**src/rtl/tx_eom_pkg.sv**
```systemverilog
package tx_eom_pkg;
  typedef enum logic [1:0] {ST_IDLE, ST_CRC, ST_ABORT, ST_FLAG} eomState_t;

  // Strobes from control to datapath
  typedef struct packed {
    logic setLatch;
    logic clrLatch;
    logic showClear;
    logic rstStatus;
    logic holdInt;
    logic flush;
    logic genRst;
    logic rxRst;
    logic cntClr;
    logic cntInc;
  } eomStrobes_t;

  localparam logic [1:0] CRC_RX_RST  = 2'b01;
  localparam logic [1:0] CRC_GEN_RST = 2'b10;
  localparam logic [1:0] CRC_ARM     = 2'b11;
  localparam logic [2:0] OP_RST_STATUS = 3'b010;
  localparam logic [2:0] OP_ABORT      = 3'b011;
  localparam logic [2:0] OP_HOLD_INT   = 3'b101;
endpackage

```
**src/rtl/tx_eom_ctl.sv**
```systemverilog
module tx_eom_ctl
  import tx_eom_pkg::*;
(
  input  logic        clk,
  input  logic        rstN,
  input  logic        cmdWr,
  input  logic [1:0]  crcCmd,
  input  logic [2:0]  cmdCode,
  input  logic        txEnable,
  input  logic        sdlcMode,
  input  logic        abortOnUnderrun,
  input  logic        bufEmpty,
  input  logic        crcDone,
  input  logic        bitEn,
  input  logic        latchQ,
  input  logic        cntLast,
  output eomState_t   stateQ,
  output eomStrobes_t strb
);
  eomState_t nextState;
  logic flagAfter, nextFlag;
  logic [1:0] crcWr;
  logic opAbort;

  always_comb begin
    strb      = '0;
    nextState = stateQ;
    nextFlag  = flagAfter;
    crcWr     = cmdWr ? crcCmd : 2'b00;
    opAbort   = cmdWr && (cmdCode == OP_ABORT);

    strb.genRst    = (crcWr == CRC_GEN_RST);
    strb.rxRst     = (crcWr == CRC_RX_RST);
    strb.clrLatch  = (crcWr == CRC_ARM) && txEnable;
    strb.showClear = (crcWr == CRC_ARM) && !txEnable;
    strb.rstStatus = cmdWr && (cmdCode == OP_RST_STATUS);
    strb.holdInt   = cmdWr && (cmdCode == OP_HOLD_INT);
    strb.flush     = opAbort;

    unique case (stateQ)
      ST_IDLE: begin
        if (txEnable && bufEmpty && !latchQ) begin
          strb.setLatch = 1'b1;
          strb.cntClr   = 1'b1;
          if (sdlcMode && abortOnUnderrun) begin
            nextState = ST_ABORT;
            nextFlag  = 1'b1;
          end else begin
            nextState = ST_CRC;
          end
        end
      end
      ST_CRC: if (crcDone) nextState = ST_IDLE;
      ST_ABORT: begin
        if (bitEn) begin
          if (cntLast) begin
            strb.cntClr = 1'b1;
            nextState   = flagAfter ? ST_FLAG : ST_IDLE;
          end else begin
            strb.cntInc = 1'b1;
          end
        end
      end
      ST_FLAG: begin
        if (bitEn) begin
          if (cntLast) begin
            strb.cntClr = 1'b1;
            nextState   = ST_IDLE;
          end else begin
            strb.cntInc = 1'b1;
          end
        end
      end
      default: nextState = ST_IDLE;
    endcase

    if (!txEnable) nextState = ST_IDLE;

    // Software abort overrides any sequence in progress
    if (opAbort) begin
      strb.setLatch = 1'b1;
      if (sdlcMode && txEnable) begin
        nextState   = ST_ABORT;
        nextFlag    = 1'b0;
        strb.cntClr = 1'b1;
        strb.cntInc = 1'b0;
      end
    end
  end

  always_ff @(posedge clk) begin
    if (!rstN) begin
      stateQ    <= ST_IDLE;
      flagAfter <= 1'b0;
    end else begin
      stateQ    <= nextState;
      flagAfter <= nextFlag;
    end
  end
endmodule

```
**src/rtl/tx_eom_dp.sv**
```systemverilog
module tx_eom_dp
  import tx_eom_pkg::*;
#(
  parameter int SEQ_LEN = 8
) (
  input  logic        clk,
  input  logic        rstN,
  input  eomStrobes_t strb,
  input  logic        bufLoad,
  input  logic        crcDone,
  input  logic        bufEmpty,
  input  logic        txIntEnable,
  output logic        latchQ,
  output logic        cntLast,
  output logic        eomStatus,
  output logic        statusEvent,
  output logic        txIrq,
  output logic        flushBuf,
  output logic        crcGenReset,
  output logic        rxCrcReset
);
  localparam int CNT_W = (SEQ_LEN > 2) ? $clog2(SEQ_LEN) : 1;
  localparam logic [CNT_W-1:0] CNT_LAST = CNT_W'(SEQ_LEN - 1);

  logic [CNT_W-1:0] cnt;
  logic latchNext, cause, fire, statPending, intHold;

  always_comb begin
    latchNext = strb.setLatch ? 1'b1 : (strb.clrLatch ? 1'b0 : latchQ);
    cause     = (latchNext != latchQ) || strb.showClear;
    fire      = cause && (!statPending || strb.rstStatus);
  end

  assign cntLast = (cnt == CNT_LAST);
  assign txIrq   = txIntEnable && bufEmpty && !intHold;

  always_ff @(posedge clk) begin
    if (!rstN) begin
      latchQ      <= 1'b1;
      eomStatus   <= 1'b1;
      statPending <= 1'b0;
      statusEvent <= 1'b0;
      intHold     <= 1'b0;
      cnt         <= '0;
      flushBuf    <= 1'b0;
      crcGenReset <= 1'b0;
      rxCrcReset  <= 1'b0;
    end else begin
      latchQ      <= latchNext;
      eomStatus   <= strb.setLatch | (eomStatus & ~(strb.clrLatch | strb.showClear));
      statusEvent <= fire;
      statPending <= fire | (statPending & ~strb.rstStatus);
      intHold     <= strb.holdInt | (intHold & ~(bufLoad | crcDone));
      if (strb.cntClr)      cnt <= '0;
      else if (strb.cntInc) cnt <= cnt + CNT_W'(1);
      flushBuf    <= strb.flush;
      crcGenReset <= strb.genRst;
      rxCrcReset  <= strb.rxRst;
    end
  end
endmodule

```
**src/rtl/tx_eom_ctrl.sv**
```systemverilog
module tx_eom_ctrl
  import tx_eom_pkg::*;
#(
  parameter int SEQ_LEN = 8
) (
  input  logic       clk,
  input  logic       rstN,
  input  logic       cmdWr,
  input  logic [1:0] crcCmd,
  input  logic [2:0] cmdCode,
  input  logic       txEnable,
  input  logic       sdlcMode,
  input  logic       abortOnUnderrun,
  input  logic       bufEmpty,
  input  logic       bufLoad,
  input  logic       crcDone,
  input  logic       bitEn,
  input  logic       txIntEnable,
  output logic       sendCrc,
  output logic       sendAbort,
  output logic       sendFlag,
  output logic       eomLatch,
  output logic       statusEvent,
  output logic       txIrq,
  output logic       flushBuf,
  output logic       crcGenReset,
  output logic       rxCrcReset
);
  eomState_t   stateQ;
  eomStrobes_t strb;
  logic latchQ, cntLast;

  tx_eom_ctl u_ctl (
    .clk(clk), .rstN(rstN), .cmdWr(cmdWr), .crcCmd(crcCmd), .cmdCode(cmdCode),
    .txEnable(txEnable), .sdlcMode(sdlcMode), .abortOnUnderrun(abortOnUnderrun),
    .bufEmpty(bufEmpty), .crcDone(crcDone), .bitEn(bitEn),
    .latchQ(latchQ), .cntLast(cntLast), .stateQ(stateQ), .strb(strb)
  );

  tx_eom_dp #(.SEQ_LEN(SEQ_LEN)) u_dp (
    .clk(clk), .rstN(rstN), .strb(strb), .bufLoad(bufLoad), .crcDone(crcDone),
    .bufEmpty(bufEmpty), .txIntEnable(txIntEnable), .latchQ(latchQ),
    .cntLast(cntLast), .eomStatus(eomLatch), .statusEvent(statusEvent),
    .txIrq(txIrq), .flushBuf(flushBuf), .crcGenReset(crcGenReset),
    .rxCrcReset(rxCrcReset)
  );

  assign sendCrc   = (stateQ == ST_CRC);
  assign sendAbort = (stateQ == ST_ABORT);
  assign sendFlag  = (stateQ == ST_FLAG);
endmodule

```
**config.mk**
```make
export PLATFORM = sky130hd
export DESIGN_NAME = tx_eom_ctrl
export DESIGN_NICKNAME = d
export VERILOG_FILES = /design/src/rtl/tx_eom_pkg.sv /design/src/rtl/tx_eom_ctl.sv /design/src/rtl/tx_eom_dp.sv /design/src/rtl/tx_eom_ctrl.sv
export SDC_FILE = /design/constraint.sdc
export NUM_CORES = 1
export LEC_CHECK = 0
export BUFFER_PORTS_ARGS = -buffer_cell sky130_fd_sc_hd__buf_4
export CORE_MARGIN = 3
export CORE_UTILIZATION = 33
export CTS_BUF_LIST = sky130_fd_sc_hd__clkbuf_16
export DETAILED_ROUTE_END_ITERATION = 10
export MAX_ROUTING_LAYER = met4
export PLACE_DENSITY = 0.55
export SLEW_MARGIN = 20
export SYNTH_ARGS = -nofsm -noshare
export SYNTH_HDL_FRONTEND = slang
export SYNTH_HIERARCHICAL = 1
export SYNTH_SLANG_ARGS = --single-unit
```
**constraint.sdc**
```tcl
create_clock -name clk -period 3.9 [get_ports clk]
set_input_delay 0.195 -clock clk [delete_from_list [all_inputs] [get_ports clk]]
set_output_delay 0.195 -clock clk [all_outputs]
set_load 0.03 [all_outputs]
```
==> results.cfg <==
[outcome]
status = finished clean

[routing]
drt_wl_total_um = 1550
drt-met1-wl_um = 785
postRouteAntennaNets = 0
wl_per_cell_um = 11.8
wl_met3_um = 98
via_count = 649
drtPass1Iterations = 3
first_iter_violations = 9
drc_errors = 0
wl_met2_um = 667
highest-signal-layer = met3
avgViaCountPerCell = 4.92

[sta]
fin_crit_sh_pct = 42.0
layout_min_cycle_time_ns = 1.64
hold_violations = 0
slew_headroom_pct = 63.6
rsz0062_at_grt = false
setup_viol = 0
fmax_ghz = 0.611
slew_viol_final = 0
worst_slew_pin_slew_ns = 0.542
setup-tns-final_ns = 0
finClkSkew_ns = 0.00228

[global_route]
grt-ovfl-total = 0
grt_usage_pct = 12.7
grt_max_degree = 13
antenna_found_initial = 0
grt_pass1_vias = 580
grt_pass1_wl_um = 2530

[critical_path]
crit_arrival_ns = 1.77
cp_top_family = simple AND/OR/NAND/NOR gates
cp_common_cell = ha_1
worstPathRequired_ns = 4.03
cp_max_fo = 4
startpoint_type = flip-flop
cp_cell_sequence = ha_1 > ha_1 > nor3_1 > mux2i_1 > nor2_1
crit_buf_inv = 0
cp-end-kind = flip-flop
crit_type = flip-flop to flip-flop
max_stage_delay_ns = 0.49
crit_path_top_delay_cell = nor3_1

[yosys]
ys_seq_elements = 14
ys_warn_count = 6
synth.avg_cell_area_um2 = 9.23
synthArstFlopShare_pct = 0
synthCells = 79
syn-cell-area_um2 = 729
syn_nets = 97
netlist-cell-type-count = 37
ys_seq_area_share_pct = 38.4
synth-edff-count = 0
synth_flop_cell = dfxtp_1

[clock_network]
clockRootBuffer = clkbuf_16
insertion_delay_ns = 0.24
clk_pin_slew_worst_paths_ns = 0.05
ctsHtreeMaxLevel = 1
cts_buffers = 3
tritoncts = built
clockBufferDepth = 2
cts_hold_buf = 0
cts_resized = 0
cts.sinks = 14
post_cts_buffers = 0

[pwr]
power_w = 0.000381
power.density_nw_per_um2 = 377
irDropWorstVdd_uv = 366
power.leakage_nw = 0.451

[placed_design]
dp_cells = 128
dpl.hpwl_um = 1210
io_buffers = 24
place_congestion = 0.773

[die]
die_area_um2 = 2810
die_h_um = 53.0
row_count = 16
io-pin-count = 25
die_w_um = 53.0
coreArea_um2 = 2020
start_util_pct = 36.1

[cells_and_area]
final_cell_mix = 24 x buf_4, 14 x dfxtp_1, 7 x nor2_1
num-nets-final = 124
diodes = 0
layout_commonest_cell = buf_4
layout-drive-gt1-share_pct = 34.3
layout.cells.non_filler = 132
synthToLayoutAreaGrowth_pct = 38.4

[worst_hold_path]
hold_class = input port to flip-flop

[run]
cap_violations = 0
==> state kept, by name (all words and copies together), names as in the netlist <==
name / count
u_ctl/flagAfter: 1
u_ctl/stateQ: 2
u_dp/cnt: 3
u_dp/crcGenReset: 1
u_dp/eomStatus: 1
u_dp/flushBuf: 1
u_dp/intHold: 1
u_dp/latchQ: 1
u_dp/rxCrcReset: 1
u_dp/statPending: 1
u_dp/statusEvent: 1
==> synth_stat cells (2+ instances only) <==
master    count  share of area, %
dfxtp_1      14                38
nor2_1        7               3.6
nand2_1       6               3.1
nor3b_1       4               4.1
a21oi_1       3               2.1
and2_1        3               2.6
inv_1         3               1.5
nor2b_1       3               2.6
nor3_1        3               2.1
and2b_2       2               2.4
ha_1          2               3.4
mux2i_1       2               2.7
nand2b_1      2               1.7
o21ai_0       2               1.4
==> cell type report <==
| type | count | area (µm²) |
|---|---|---|
| Inverter | 3 | 11.3 |
| Tap cell | 27 | 33.8 |
| Timing Repair Buffer | 24 | 180 |
| Clock inverter | 1 | 3.75 |
| Sequential cell | 14 | 280 |
| Clock buffer | 3 | 75.1 |
| Multi-Input combinational cell | 60 | 425 |
| Fill cell | 197 | 1010 |
==> power breakdown <==
part	internal [W]	switching [W]	total (W)
clock network	0.000135	0.0000578	0.000193
logic	0.0000201	0.0000194	0.0000396
registers	0.000147	0.00000170	0.000148
total	0.000302	0.0000789	0.000381
==> worst paths after layout <==
path / cells past startpoint / startpoint / end / slack, ns
worst min-delay path: 2 / sdlcMode / u_ctl/stateQ[0] / 0.17
worst min register to register: 2 / u_dp/eomStatus / u_dp/eomStatus / 0.50
worst max-delay path: 5 / u_dp/cnt[0] / u_dp/cnt[1] / 2.26
worst max register to register: 5 / u_dp/cnt[0] / u_dp/cnt[1] / 2.26
==> per-layer routing <==
layer | vias to the layer above | global-route usage [%]
li1 | 337 | -
met1 | 292 | 15.8
met2 | 20 | 19.6
met3 | 0 | 4.23
met4 | 0 | 3.83
met5 | - | -
==> through the flow <==
stage / cell area (µm²) / setup WS [ns] / utilization, % / hold WS, ns
final: 1010 / 2.26 / 49.9 / 0.172
after global routing: 1010 / 2.13 / 49.9 / 0.173
after CTS: 1010 / 2.25 / 49.9 / 0.171
after detailed placement: 931 / 2.26 / 46.0 / 0.427
after global placement: 931 / 2.28 / 46.0 / 0.427
after floorplan: 729 / 2.37 / - / 0.286
==> logic make-up (layout without fill, tap and decap cells) <==
family | after synthesis | after routing | share of synthesized area [%]
compound gates | 14 | 14 | 15.3
xor+xnor | 1 | 1 | 1.20
fa+ha+maj | 2 | 2 | 3.43
buf+inv | 5 | 31 | 3.26
flops | 14 | 14 | 38.4
mux | 2 | 2 | 2.74
simple gates | 41 | 41 | 35.7
Power figures use the tool's default switching activity.
